File: src/rtl/acq_seq_pkg.sv
`timescale 1ns/1ps
package acq_seq_pkg;

    typedef enum logic [1:0] {
        MODE_TRIG   = 2'd0,
        MODE_CONT   = 2'd1,
        MODE_SINGLE = 2'd2,
        MODE_RSVD   = 2'd3
    } acq_mode_e;

    typedef enum logic [2:0] {
        PH_IDLE, PH_PRE, PH_NEAR, PH_FAR, PH_WAIT, PH_SCAN, PH_DONE
    } acq_phase_e;

    typedef enum logic [1:0] {
        RATE_NONE = 2'd0,
        RATE_PRE  = 2'd1,
        RATE_NEAR = 2'd2,
        RATE_FAR  = 2'd3
    } rate_e;

    // bit 2 end-of-event, bit 1 full, bit 0 half
    typedef struct packed {
        logic eoe;
        logic full;
        logic half;
    } flag_t;

    // log2 of the channel count; codes above 4 saturate to 16 channels
    function automatic logic [2:0] chan_log(input logic [2:0] code);
        return (code > 3'd4) ? 3'd4 : code;
    endfunction

    function automatic logic phase_writes(input acq_phase_e p);
        return (p == PH_PRE) || (p == PH_NEAR) || (p == PH_FAR) || (p == PH_SCAN);
    endfunction

endpackage

File: src/rtl/acq_addr_gen.sv
`timescale 1ns/1ps
module acq_addr_gen #(
    parameter int ADDR_W = 17
) (
    input  logic              clk,
    input  logic              rst,
    input  logic              restart_i,
    input  logic [ADDR_W-1:0] restart_val_i,
    input  logic              wr_i,
    input  logic [ADDR_W-1:0] base_i,
    input  logic [ADDR_W-1:0] lim_i,
    input  logic [2:0]        ch_log_i,
    output logic [ADDR_W-1:0] addr_o,
    output logic              scan_end_o
);
    logic [ADDR_W-1:0] addr_q;
    logic [3:0]        slot_q;
    logic [3:0]        last_slot;

    assign last_slot  = 4'((5'd1 << ch_log_i) - 5'd1);
    assign scan_end_o = wr_i && (slot_q == last_slot);
    assign addr_o     = addr_q;

    always_ff @(posedge clk) begin
        if (rst) begin
            addr_q <= '0;
            slot_q <= '0;
        end else if (restart_i) begin
            addr_q <= restart_val_i;
            slot_q <= '0;
        end else if (wr_i) begin
            addr_q <= (addr_q == lim_i) ? base_i : addr_q + 1'b1;
            slot_q <= scan_end_o ? 4'd0 : slot_q + 4'd1;
        end
    end


    slot_range_chk: assert property (@(posedge clk) disable iff (rst)
        slot_q <= last_slot);


    slot_step_chk: assert property (@(posedge clk) disable iff (rst)
        (wr_i && !restart_i && !scan_end_o) |=> (slot_q == $past(slot_q) + 4'd1));

endmodule

File: src/rtl/acq_flag_bank.sv
`timescale 1ns/1ps
module acq_flag_bank
    import acq_seq_pkg::*;
(
    input  logic       clk,
    input  logic       rst,
    input  logic       clr_all_i,
    input  flag_t      set_i,
    input  logic [2:0] clr_i,
    input  logic [2:0] en_i,
    output flag_t      flags_o,
    output logic       irq_o
);
    flag_t flags_q;

    always_ff @(posedge clk) begin
        if (rst || clr_all_i) flags_q <= '0;
        else                  flags_q <= flag_t'((flags_q & ~clr_i) | set_i);
    end

    assign flags_o = flags_q;
    assign irq_o   = |(flags_q & en_i);


    flag_sticky_chk: assert property (@(posedge clk) disable iff (rst)
        !clr_all_i |=> ((($past(flags_q) & ~$past(clr_i)) & ~flags_q) == 3'b000));

endmodule

File: src/rtl/acq_phase_fsm.sv
`timescale 1ns/1ps
module acq_phase_fsm
    import acq_seq_pkg::*;
#(
    parameter int ADDR_W = 17,
    parameter int CNT_W  = 16
) (
    input  logic              clk,
    input  logic              rst,
    input  logic              arm_i,
    input  logic [1:0]        mode_i,
    input  logic [2:0]        chan_code_i,
    input  logic [CNT_W-1:0]  near_cnt_i,
    input  logic [CNT_W-1:0]  far_cnt_i,
    input  logic              trig_i,
    input  logic              tick_pre_i,
    input  logic              tick_near_i,
    input  logic              tick_far_i,
    input  logic              conv_done_i,
    input  logic [ADDR_W-1:0] addr_i,
    input  logic              scan_end_i,
    output logic              restart_o,
    output logic [ADDR_W-1:0] restart_val_o,
    output logic [ADDR_W-1:0] base_o,
    output logic [ADDR_W-1:0] lim_o,
    output logic [2:0]        ch_log_o,
    output logic              wr_o,
    output rate_e             rate_o,
    output logic              samp_tick_o,
    output flag_t             set_o,
    output logic [ADDR_W-1:0] trig_addr_o
);
    localparam logic [ADDR_W-1:0] A_HALF    = {1'b1, {(ADDR_W-1){1'b0}}};
    localparam logic [ADDR_W-1:0] A_HALF_M1 = A_HALF - 1'b1;
    localparam logic [ADDR_W-1:0] A_TOP     = '1;

    acq_phase_e        phase_q, phase_d;
    acq_mode_e         mode_q;
    logic [2:0]        chl_q;
    logic [CNT_W-1:0]  near_q, far_q, seg_q, seg_d, seg_nx;
    logic [ADDR_W-1:0] trig_addr_q;
    logic              is_cont, is_single, wr_top, wr_half, fin, scan_eoe, trig_cap;

    assign is_cont   = (mode_q == MODE_CONT);
    assign is_single = (mode_q == MODE_SINGLE);
    assign wr_o      = conv_done_i && phase_writes(phase_q) && !arm_i;
    assign wr_top    = wr_o && (addr_i == A_TOP);
    assign wr_half   = wr_o && (addr_i == A_HALF_M1);
    assign seg_nx    = seg_q + 1'b1;
    assign ch_log_o  = chl_q;

    // Address window: circular history in the lower half only before a trigger
    always_comb begin
        base_o = '0;
        lim_o  = (phase_q == PH_PRE && !is_cont) ? A_HALF_M1 : A_TOP;
    end

    always_comb begin
        phase_d       = phase_q;
        seg_d         = seg_q;
        restart_o     = 1'b0;
        restart_val_o = '0;
        fin           = 1'b0;
        scan_eoe      = 1'b0;
        trig_cap      = 1'b0;
        if (arm_i) begin
            phase_d   = (acq_mode_e'(mode_i) == MODE_SINGLE) ? PH_WAIT : PH_PRE;
            seg_d     = '0;
            restart_o = 1'b1;
        end else begin
            unique case (phase_q)
                PH_PRE: if (!is_cont && trig_i) begin
                    restart_o     = 1'b1;
                    restart_val_o = A_HALF;
                    trig_cap      = 1'b1;
                    seg_d         = '0;
                    if (near_q != '0)     phase_d = PH_NEAR;
                    else if (far_q != '0) phase_d = PH_FAR;
                    else begin phase_d = PH_DONE; fin = 1'b1; end
                end
                PH_NEAR: if (wr_top) begin
                    phase_d = PH_DONE; fin = 1'b1;
                end else if (scan_end_i) begin
                    if (seg_nx == near_q) begin
                        seg_d = '0;
                        if (far_q != '0) phase_d = PH_FAR;
                        else begin phase_d = PH_DONE; fin = 1'b1; end
                    end else seg_d = seg_nx;
                end
                PH_FAR: if (wr_top) begin
                    phase_d = PH_DONE; fin = 1'b1;
                end else if (scan_end_i) begin
                    if (seg_nx == far_q) begin phase_d = PH_DONE; fin = 1'b1; end
                    else seg_d = seg_nx;
                end
                PH_WAIT: if (trig_i) begin
                    phase_d = PH_SCAN; seg_d = '0;
                end
                PH_SCAN: if (wr_top) begin
                    phase_d = PH_DONE; scan_eoe = 1'b1;
                end else if (scan_end_i) begin
                    scan_eoe = 1'b1;
                    if (seg_nx >= near_q) begin phase_d = PH_WAIT; seg_d = '0; end
                    else seg_d = seg_nx;
                end
                default: ;
            endcase
        end
    end

    always_comb begin
        set_o.half = wr_half;
        set_o.full = wr_top || fin;
        set_o.eoe  = fin || scan_eoe;
    end

    always_comb begin
        unique case (phase_q)
            PH_PRE:  begin rate_o = RATE_PRE;  samp_tick_o = tick_pre_i;  end
            PH_NEAR: begin rate_o = RATE_NEAR; samp_tick_o = tick_near_i; end
            PH_FAR:  begin rate_o = RATE_FAR;  samp_tick_o = tick_far_i;  end
            PH_SCAN: begin rate_o = RATE_NEAR; samp_tick_o = tick_near_i; end
            PH_WAIT: begin rate_o = RATE_NONE; samp_tick_o = trig_i;      end
            default: begin rate_o = RATE_NONE; samp_tick_o = 1'b0;        end
        endcase
    end

    always_ff @(posedge clk) begin
        if (rst) begin
            phase_q     <= PH_IDLE;
            mode_q      <= MODE_TRIG;
            chl_q       <= '0;
            near_q      <= '0;
            far_q       <= '0;
            seg_q       <= '0;
            trig_addr_q <= '0;
        end else begin
            phase_q <= phase_d;
            seg_q   <= seg_d;
            if (arm_i) begin
                mode_q      <= acq_mode_e'(mode_i);
                chl_q       <= chan_log(chan_code_i);
                near_q      <= near_cnt_i;
                far_q       <= far_cnt_i;
                trig_addr_q <= '0;
            end else if (trig_cap) begin
                trig_addr_q <= addr_i;
            end
        end
    end

    assign trig_addr_o = trig_addr_q;


    halt_quiet_chk: assert property (@(posedge clk) disable iff (rst)
        (phase_q == PH_DONE) |-> (!wr_o && !samp_tick_o && rate_o == RATE_NONE));


    trig_jump_chk: assert property (@(posedge clk) disable iff (rst)
        (phase_q == PH_PRE && !is_cont && trig_i && !arm_i) |=> (addr_i == A_HALF));


    wait_idle_chk: assert property (@(posedge clk) disable iff (rst)
        (phase_q == PH_WAIT) |-> !wr_o);


    cont_endless_chk: assert property (@(posedge clk) disable iff (rst)
        (phase_q == PH_PRE && is_cont && !arm_i) |=> (phase_q == PH_PRE));


    single_no_pre_chk: assert property (@(posedge clk) disable iff (rst)
        is_single |-> (phase_q != PH_PRE || arm_i));

endmodule

File: src/rtl/acq_sequencer.sv
`timescale 1ns/1ps
module acq_sequencer
    import acq_seq_pkg::*;
#(
    parameter int ADDR_W = 17,
    parameter int CNT_W  = 16
) (
    input  logic              clk,
    input  logic              rst,
    input  logic              arm_i,
    input  logic [1:0]        mode_i,
    input  logic [2:0]        chan_code_i,
    input  logic [CNT_W-1:0]  near_cnt_i,
    input  logic [CNT_W-1:0]  far_cnt_i,
    input  logic              trig_i,
    input  logic              tick_pre_i,
    input  logic              tick_near_i,
    input  logic              tick_far_i,
    input  logic              conv_done_i,
    input  logic [2:0]        clr_i,
    input  logic [2:0]        irq_en_i,
    output logic [ADDR_W-1:0] wr_addr_o,
    output logic              wr_en_o,
    output logic [1:0]        rate_o,
    output logic              samp_tick_o,
    output logic [2:0]        flags_o,
    output logic              irq_o,
    output logic [ADDR_W-1:0] trig_addr_o
);
    logic              restart, scan_end, wr;
    logic [ADDR_W-1:0] restart_val, base, lim, addr;
    logic [2:0]        ch_log;
    rate_e             rate;
    flag_t             set, flags;

    acq_phase_fsm #(.ADDR_W(ADDR_W), .CNT_W(CNT_W)) fsm_i (
        .clk(clk), .rst(rst), .arm_i(arm_i), .mode_i(mode_i), .chan_code_i(chan_code_i),
        .near_cnt_i(near_cnt_i), .far_cnt_i(far_cnt_i), .trig_i(trig_i),
        .tick_pre_i(tick_pre_i), .tick_near_i(tick_near_i), .tick_far_i(tick_far_i),
        .conv_done_i(conv_done_i), .addr_i(addr), .scan_end_i(scan_end),
        .restart_o(restart), .restart_val_o(restart_val), .base_o(base), .lim_o(lim),
        .ch_log_o(ch_log), .wr_o(wr), .rate_o(rate), .samp_tick_o(samp_tick_o),
        .set_o(set), .trig_addr_o(trig_addr_o)
    );

    acq_addr_gen #(.ADDR_W(ADDR_W)) addr_i (
        .clk(clk), .rst(rst), .restart_i(restart), .restart_val_i(restart_val),
        .wr_i(wr), .base_i(base), .lim_i(lim), .ch_log_i(ch_log),
        .addr_o(addr), .scan_end_o(scan_end)
    );

    acq_flag_bank flag_i (
        .clk(clk), .rst(rst), .clr_all_i(arm_i), .set_i(set), .clr_i(clr_i),
        .en_i(irq_en_i), .flags_o(flags), .irq_o(irq_o)
    );

    assign wr_addr_o = addr;
    assign wr_en_o   = wr;
    assign rate_o    = rate;
    assign flags_o   = flags;


    wr_needs_conv_chk: assert property (@(posedge clk) disable iff (rst)
        wr_en_o |-> conv_done_i);

endmodule

File: config.mk
export PLATFORM = sky130hd
export DESIGN_NAME = acq_sequencer
export DESIGN_NICKNAME = d
export VERILOG_FILES = /design/src/rtl/acq_seq_pkg.sv /design/src/rtl/acq_addr_gen.sv /design/src/rtl/acq_flag_bank.sv /design/src/rtl/acq_phase_fsm.sv /design/src/rtl/acq_sequencer.sv
export SDC_FILE = /design/constraint.sdc
export NUM_CORES = 1
export LEC_CHECK = 0
export BUFFER_PORTS_ARGS = -buffer_cell sky130_fd_sc_hd__clkbuf_2
export CORE_MARGIN = 10
export CORE_UTILIZATION = 40
export DETAILED_ROUTE_END_ITERATION = 10
export HOLD_SLACK_MARGIN = 0.03
export SETUP_SLACK_MARGIN = 0.02
export SLEW_MARGIN = 10
export SYNTH_ARGS = -nofsm -noshare
export SYNTH_HDL_FRONTEND = slang
export SYNTH_HIERARCHICAL = 1
export SYNTH_SLANG_ARGS = --single-unit
File: constraint.sdc
create_clock -name clk -period 3.7 [get_ports clk]
set_input_delay 0.37 -clock clk [delete_from_list [all_inputs] [get_ports clk]]
set_output_delay 0.37 -clock clk [all_outputs]
set_load 0.1 [all_outputs]
==> results.sh, run 1 <==
export IMPL_status="completed"
export IMPL_hold_class="input pin to register"
export IMPL_ys_ff_latch=97
export IMPL_grt_overflow_total=0
export IMPL_sequentialPowerShare_pct=42.8
export IMPL_synth_edff_count=0
export IMPL_grt_pass1_vias=5506
export IMPL_fin_crit_sh_pct=93.6
export IMPL_numCtsBuffers=9
export IMPL_drt_iter0_drc=343
export IMPL_io_pins=93
export IMPL_switching_share_pct=33.1
export IMPL_grt_pass1_wl_microns=29600
export IMPL_synthXorXnorAreaFrac_pct=8.95
export IMPL_die_x_microns=149
export IMPL_cp_slowest_stage_delay_ns=0.60
export IMPL_synth_main_ff_cell="dfxtp_1"
export IMPL_cpLargestDelayFamily="simple AND/OR/NAND/NOR gates"
export IMPL_met2_usage_pct=26.4
export IMPL_worstSetupPathType="register to register"
export IMPL_cp_common_cell="nand4_1"
export IMPL_ant_nets=0
export IMPL_vias=5762
export IMPL_die_area_sq_um=22300
export IMPL_worstPathArrival_ns=3.74
export IMPL_tightest_slew_ns=0.907
export IMPL_multiInputGateArea_sq_um=4170
export IMPL_remaining_drc_errors=0
export IMPL_critPathBufInv=0
export IMPL_htreeDepth=3
export IMPL_setup_viol=0
export IMPL_met3_usage_pct=2.94
export IMPL_rsz0062_at_grt="no"
export IMPL_ir_drop_v=0.000281
export IMPL_maxCapViolations=0
export IMPL_p_leak_nw=3.15
export IMPL_hold_viol=0
export IMPL_combinationalPowerShare_pct=21.4
export IMPL_diodes=0
export IMPL_nFillCells=1682
export IMPL_drt_total_wl_microns=18300
export IMPL_end_kind="register"
export IMPL_busiest_layer="met2"
export IMPL_relSlewSlack_pct=39.1
export IMPL_initial_core_util_pct=40.6
export IMPL_clock_latency_ns=0.35
export IMPL_nets=948
export IMPL_switchingPower_mw=0.897
export IMPL_antenna_found_initial=0
export IMPL_p_int_mw=1.81
export IMPL_synthAdderAreaFrac_pct=4.12
export IMPL_final_layout_size_suffix_gt1_share_pct=18.6
export IMPL_row_count=47
export IMPL_grt_usage_pct=16.4
export IMPL_core_area_sq_um=16500
export IMPL_yosysSeqAreaShare_pct=29.1
export IMPL_die_y_microns=149
export IMPL_wire_per_inst_microns=16.6
export IMPL_fin_crit_ns=3.46
export IMPL_holdBufCountCts=0
export IMPL_grt_max_degree=63
export IMPL_ctsResizeCount=0
export IMPL_synthSimpleGateAreaFrac_pct=22.9
export IMPL_critPathSlowestCell="or4_1"
export IMPL_cts_buffer_depth=2
export IMPL_rrSetupSlack_ns=0.24
export IMPL_ys_warn_count=6
export IMPL_use_met1_pct=21.7
export IMPL_skew_ns=0.00571
export IMPL_syn_to_final_growth_pct=11.9
export IMPL_finalPower_mw=2.71
export IMPL_timing_final_max_slew_violations=0
export IMPL_tritoncts="done"
export IMPL_syn_area_sq_um=6680
export IMPL_numPortBuffers=92
export IMPL_synth_top_family_by_area="simple AND/OR/NAND/NOR gates"
export IMPL_setup_tns_final_ns=0
export IMPL_finalWeightedCongestion=0.919
export IMPL_critPathLaunchType="register"
export IMPL_firstDrtPassIters=5
export IMPL_synthMuxAreaShare_pct=8.56
export IMPL_regArea_sq_um=1950
export IMPL_viasPerCell=5.24
export IMPL_cts_root_buffer_cell="clkbuf_16"
export IMPL_critPathRequiredTime_ns=3.98
export IMPL_synth_async_sr_flop_share_pct=0
export IMPL_synth_compound_area_share_pct=14.9
export IMPL_crit_fanout=6
export IMPL_syn_inst=801
export IMPL_avgSynthCellArea_sq_um=8.34
export IMPL_clk_pin_slew_ns=0.07
export IMPL_dpl_hpwl_microns=13200
export IMPL_timing_fmax_mhz=289
export IMPL_p_clk_share_pct=35.8
export IMPL_post_cts_repair_setup_buffers=0
export IMPL_power_density_nw_per_um2=363
export IMPL_synth_cell_types=68
export IMPL_cts_sinks=97
export IMPL_crit_chain="nand4_1 -> or4_1 -> xnor2_1 -> ha_1 -> nand4_1 -> nor4_2 -> nor3_1 -> a31oi_1 -> and4_1 -> a211oi_2 -> a22o_1 -> nor3_2"
==> worst paths after layout <==
check,cells past startpoint,startpoint,to
min reg2reg,2,fsm_i/mode_q[1]$_SDFFE_PP0P_,fsm_i/mode_q[1]$_SDFFE_PP0P_
min,3,far_cnt_i[1],fsm_i/far_q[1]$_SDFFE_PP0P_
max reg2reg,12,fsm_i/seg_q[9]$_SDFFE_PP0P_,fsm_i/phase_q[2]$_SDFFE_PP0P_
max,12,fsm_i/seg_q[9]$_SDFFE_PP0P_,fsm_i/phase_q[2]$_SDFFE_PP0P_
==> cells in the final DEF (no fill, tap or decap), types with 3 or more instances in the layout <==
cell       count
a211oi_1      19
a21boi_0       4
a21oi_1       44
a311o_1       15
a32o_1         3
and2_1         3
and3_1         3
and4_1         3
buf_4         27
clkbuf_16      9
clkbuf_2      91
conb_1        49
dfxtp_1       94
dfxtp_2        3
ha_1          22
inv_1         32
mux2i_1       56
nand2_1       30
nand2b_1      15
nand3_1       24
nand3b_1       8
nand4_1       24
nor2_1        97
nor2b_1        3
nor3_1        15
nor3_2         3
nor3b_1       16
nor4_1        15
o211ai_1      14
o21ai_0        8
o31ai_1       14
or2_2          3
or3_1          4
or4_1          3
xnor2_1       44
xor2_1        18
==> flip-flops by register name, indices dropped and copies added, names as in the netlist <==
name	cells
fsm_i/seg_q	16
fsm_i/mode_q	2
fsm_i/far_q	16
addr_i/addr_o	17
fsm_i/trig_addr_o	17
fsm_i/phase_q	3
fsm_i/ch_log_o	3
flag_i/flags_o	3
addr_i/slot_q	4
fsm_i/near_q	16
==> Yosys cell counts, types with 3 or more instances <==
cell type | count | area, sq um
nor2_1 | 97 | 364
o31ai_1 | 14 | 105
xor2_1 | 18 | 158
buf_6 | 4 | 45.0
mux2i_1 | 56 | 561
or4_1 | 3 | 22.5
a211oi_1 | 19 | 143
nor2b_1 | 3 | 18.8
a311o_1 | 15 | 150
a21oi_1 | 45 | 225
nor3b_1 | 16 | 120
buf_1 | 9 | 33.8
clkbuf_1 | 24 | 90.1
and3_1 | 4 | 25.0
or3_1 | 4 | 25.0
dfxtp_1 | 97 | 1940
a21boi_0 | 4 | 30.0
and4_1 | 3 | 26.3
a32o_1 | 3 | 30.0
nand4_1 | 24 | 150
or2_2 | 3 | 18.8
o21ai_0 | 8 | 40.0
nand2b_1 | 15 | 93.8
xnor2_1 | 44 | 385
and2_1 | 3 | 18.8
inv_1 | 32 | 120
nand2_1 | 31 | 116
ha_1 | 22 | 275
nor4_1 | 16 | 100
nand3b_1 | 8 | 60.1
nand3_1 | 24 | 120
buf_2 | 9 | 45.0
buf_4 | 55 | 413
o211ai_1 | 14 | 105
nor3_1 | 16 | 80.1
==> power groups by stage <==
stage	combinational [mW]	clock, mW	sequential [mW]
floorplan	0.409	0	1.25
global placement	0.576	0	1.18
detailed placement	0.579	0	1.18
CTS	0.581	1.01	1.16
global route	0.631	1.05	1.17
finish	0.580	0.972	1.16
==> final cells by class <==
cell class	instances	area share, %
multi-input cells	617	55.8
flip-flops and latches	97	26.0
repair buffers	118	8.81
well taps	220	3.68
clock buffers	9	3.01
inverters	32	1.61
clock inverters	7	1.02
==> per-layer routing <==
| layer | up-vias | wire, microns |
|---|---|---|
| met3 | 14 | 858 |
| met4 | 0 | 222 |
| met5 | - | 0 |
| met2 | 120 | 8730 |
| met1 | 2705 | 8450 |
| li1 | 2923 | - |
==> worst reg2reg max path: stages (launching register included) <==
cell	delay [ns]
dfxtp_1	0.44
nand4_1	0.20
or4_1	0.60
xnor2_1	0.17
ha_1	0.29
nand4_1	0.18
nor4_2	0.35
nor3_1	0.08
a31oi_1	0.28
and4_1	0.27
a211oi_2	0.09
a22o_1	0.28
nor3_2	0.15
==> cells by family after synthesis <==
group | Yosys count
fa+ha+maj | 22
flops | 97
mux | 57
buf+inv | 134
xor+xnor | 65
simple gates | 283
compound gates | 141
other cells | 2
==> through the flow <==
step | instances | instance area [sq um] | setup WS, ns | hold slack, ns | utilization (%)
3_3_place_gp | 1084 | 7160 | 0.216 | 0.455 | 43.5
4_1_cts | 1100 | 7460 | 0.121 | 0.242 | 45.3
3_5_place_dp | 1084 | 7160 | 0.141 | 0.467 | 43.5
2_1_floorplan | 848 | 6860 | 0.228 | 0.445 | -
5_1_grt | 1100 | 7470 | 0.0224 | 0.244 | 45.4
6_report | 1100 | 7470 | 0.238 | 0.250 | 45.4
(Power assumes the default switching activity.)
==> inputs of run 2 (changes only) <==
==> constraint.sdc (replaced) <==
create_clock -name clk -period 3.7 [get_ports clk]
set_input_delay 0.185 -clock clk [delete_from_list [all_inputs] [get_ports clk]]
set_output_delay 0.185 -clock clk [all_outputs]
set_load 0.1 [all_outputs]
==> results.sh, run 2 (synthesis results as in run 1) <==
export IMPL_status="completed"
export IMPL_fin_crit_sh_pct=93.2
export IMPL_tritoncts="done"
export IMPL_finalWeightedCongestion=0.915
export IMPL_antenna_found_initial=0
export IMPL_grt_pass1_wl_microns=29900
export IMPL_whs_ns=0.0591
export IMPL_ant_nets=0
export IMPL_sequentialPowerShare_pct=43.8
export IMPL_drt_total_wl_microns=18500
export IMPL_worstSetupPathType="register to register"
export IMPL_grt_pass1_vias=5604
export IMPL_firstDrtPassIters=5
export IMPL_cts_root_buffer_cell="clkbuf_16"
export IMPL_critPathLaunchType="register"
export IMPL_core_area_sq_um=16500
export IMPL_maxCapViolations=0
export IMPL_die_x_microns=149
export IMPL_diodes=0
export IMPL_final_common_cell="nor2_1"
export IMPL_nets=951
export IMPL_numPortBuffers=92
export IMPL_holdBufCountCts=0
export IMPL_setup_ws_ns=0.251
export IMPL_numCtsBuffers=9
export IMPL_switchingPower_mw=0.890
export IMPL_grt_overflow_total=0
export IMPL_initial_core_util_pct=40.6
export IMPL_power_density_nw_per_um2=353
export IMPL_ir_drop_v=0.000240
export IMPL_clk_pin_slew_ns=0.07
export IMPL_relSlewSlack_pct=24.0
export IMPL_syn_to_final_growth_pct=11.7
export IMPL_remaining_drc_errors=0
export IMPL_tightest_slew_ns=1.13
export IMPL_final_cell_mix="nor2_1, dfxtp_1, clkbuf_2"
export IMPL_crit_fanout=6
export IMPL_hold_class="input pin to register"
export IMPL_row_count=47
export IMPL_wl_met2_microns=8720
export IMPL_end_kind="register"
export IMPL_worstPathArrival_ns=3.73
export IMPL_p_leak_nw=3.15
export IMPL_m1WireLength_microns=8570
export IMPL_p_clk_share_pct=33.8
export IMPL_dpl_hpwl_microns=13600
export IMPL_wl_met3_microns=995
export IMPL_final_util_pct=45.3
export IMPL_io_pins=93
export IMPL_cpLargestDelayFamily="simple AND/OR/NAND/NOR gates"
export IMPL_die_y_microns=149
export IMPL_skew_ns=0.0108
export IMPL_fin_crit_ns=3.45
export IMPL_combinationalPowerShare_pct=22.4
export IMPL_final_layout_size_suffix_gt1_share_pct=18.5
export IMPL_critPathSlowestCell="or4_1"
export IMPL_htreeDepth=3
export IMPL_timing_final_max_slew_violations=0
export IMPL_regArea_sq_um=1940
export IMPL_viasPerCell=5.31
export IMPL_switching_share_pct=33.8
export IMPL_critPathBufInv=0
export IMPL_hold_viol=0
export IMPL_crit_chain="nand3_2 -> or4_1 -> xnor2_1 -> ha_1 -> nand4_1 -> nor3_1 -> a22oi_1 -> a31oi_1 -> and4_1 -> a211oi_2 -> a22o_1 -> nor3_2"
export IMPL_nFillCells=1694
export IMPL_cp_slowest_stage_delay_ns=0.64
export IMPL_critPathRequiredTime_ns=3.98
export IMPL_wire_per_inst_microns=16.8
export IMPL_setup_tns_final_ns=0
export IMPL_die_area_sq_um=22300
export IMPL_dr_max_layer_used="met4"
export IMPL_finalPower_mw=2.63
export IMPL_rsz0062_at_grt="no"
export IMPL_grt_max_degree=50
export IMPL_place_ws_ns=0.155
export IMPL_clock_latency_ns=0.36
export IMPL_multiInputGateArea_sq_um=4180
export IMPL_vias=5852
export IMPL_grt_usage_pct=16.6
export IMPL_drt_iter0_drc=409
export IMPL_cts_sinks=97
export IMPL_timing_fmax_mhz=290
export IMPL_cts_buffer_depth=2
export IMPL_setup_viol=0
export IMPL_p_int_mw=1.74
==> run 2: changes by cell type in the layout (fill, tap and decap cells not counted), sizes merged <==
cell	before	now
buf	27	29
clkinvlp	1	2
clkbuf	100	104
bufinv	1	0
inv	35	33
clkinv	2	1
==> run 2: metrics by stage <==
| step | cell area, sq um | instances |
|---|---|---|
| 5_1_grt | 7460 | 1103 |
| 2_1_floorplan | 6860 | 848 |
| 3_5_place_dp | 7180 | 1087 |
| 3_3_place_gp | 7180 | 1087 |
| 4_1_cts | 7440 | 1103 |
| 6_report | 7460 | 1103 |
==> run 2: power groups by stage <==
stage	Sequential, mW	Combinational (mW)	Clock (mW)
global placement	1.18	0.583	0
detailed placement	1.18	0.586	0
finish	1.15	0.589	0.889
floorplan	1.25	0.409	0
CTS	1.15	0.588	0.913
global route	1.16	0.639	0.957
==> run 2: repair_timing <==
action,4_1_cts,5_1_grt
setup endpoints to repair,0,16
setup buffers,0,0
resized for setup,0,5
==> run 2: final timing paths <==
check / from / endpoint / slack (ns) / cells after the start
min: far_cnt_i[7] / fsm_i/far_q[7]$_SDFFE_PP0P_ / 0.06 / 3
min reg2reg: fsm_i/mode_q[1]$_SDFFE_PP0P_ / fsm_i/mode_q[1]$_SDFFE_PP0P_ / 0.47 / 2
max reg2reg: fsm_i/seg_q[6]$_SDFFE_PP0P_ / fsm_i/phase_q[2]$_SDFFE_PP0P_ / 0.25 / 12
max: fsm_i/seg_q[6]$_SDFFE_PP0P_ / fsm_i/phase_q[2]$_SDFFE_PP0P_ / 0.25 / 12
==> run 2: per-layer routing <==
metal | GRT usage (%) | up-vias
met5 | 0 | -
met4 | 4.07 | 0
met3 | 4.07 | 20
met2 | 26.6 | 147
met1 | 21.7 | 2757
li1 | - | 2928
==> run 2: cell type report <==
class | count | area share [%]
inverter | 32 | 1.61
tap | 220 | 3.69
clock inverter | 4 | 0.386
timing repair buffer | 121 | 9.09
multi-input combinational | 617 | 56.0
sequential | 97 | 26.1
clock buffer | 12 | 3.17
==> run 2: tightest hold or removal path, stage by stage <==
cell	delay (ns)
clkbuf_2	0.07
mux2i_1	0.05
nor2_1	0.07
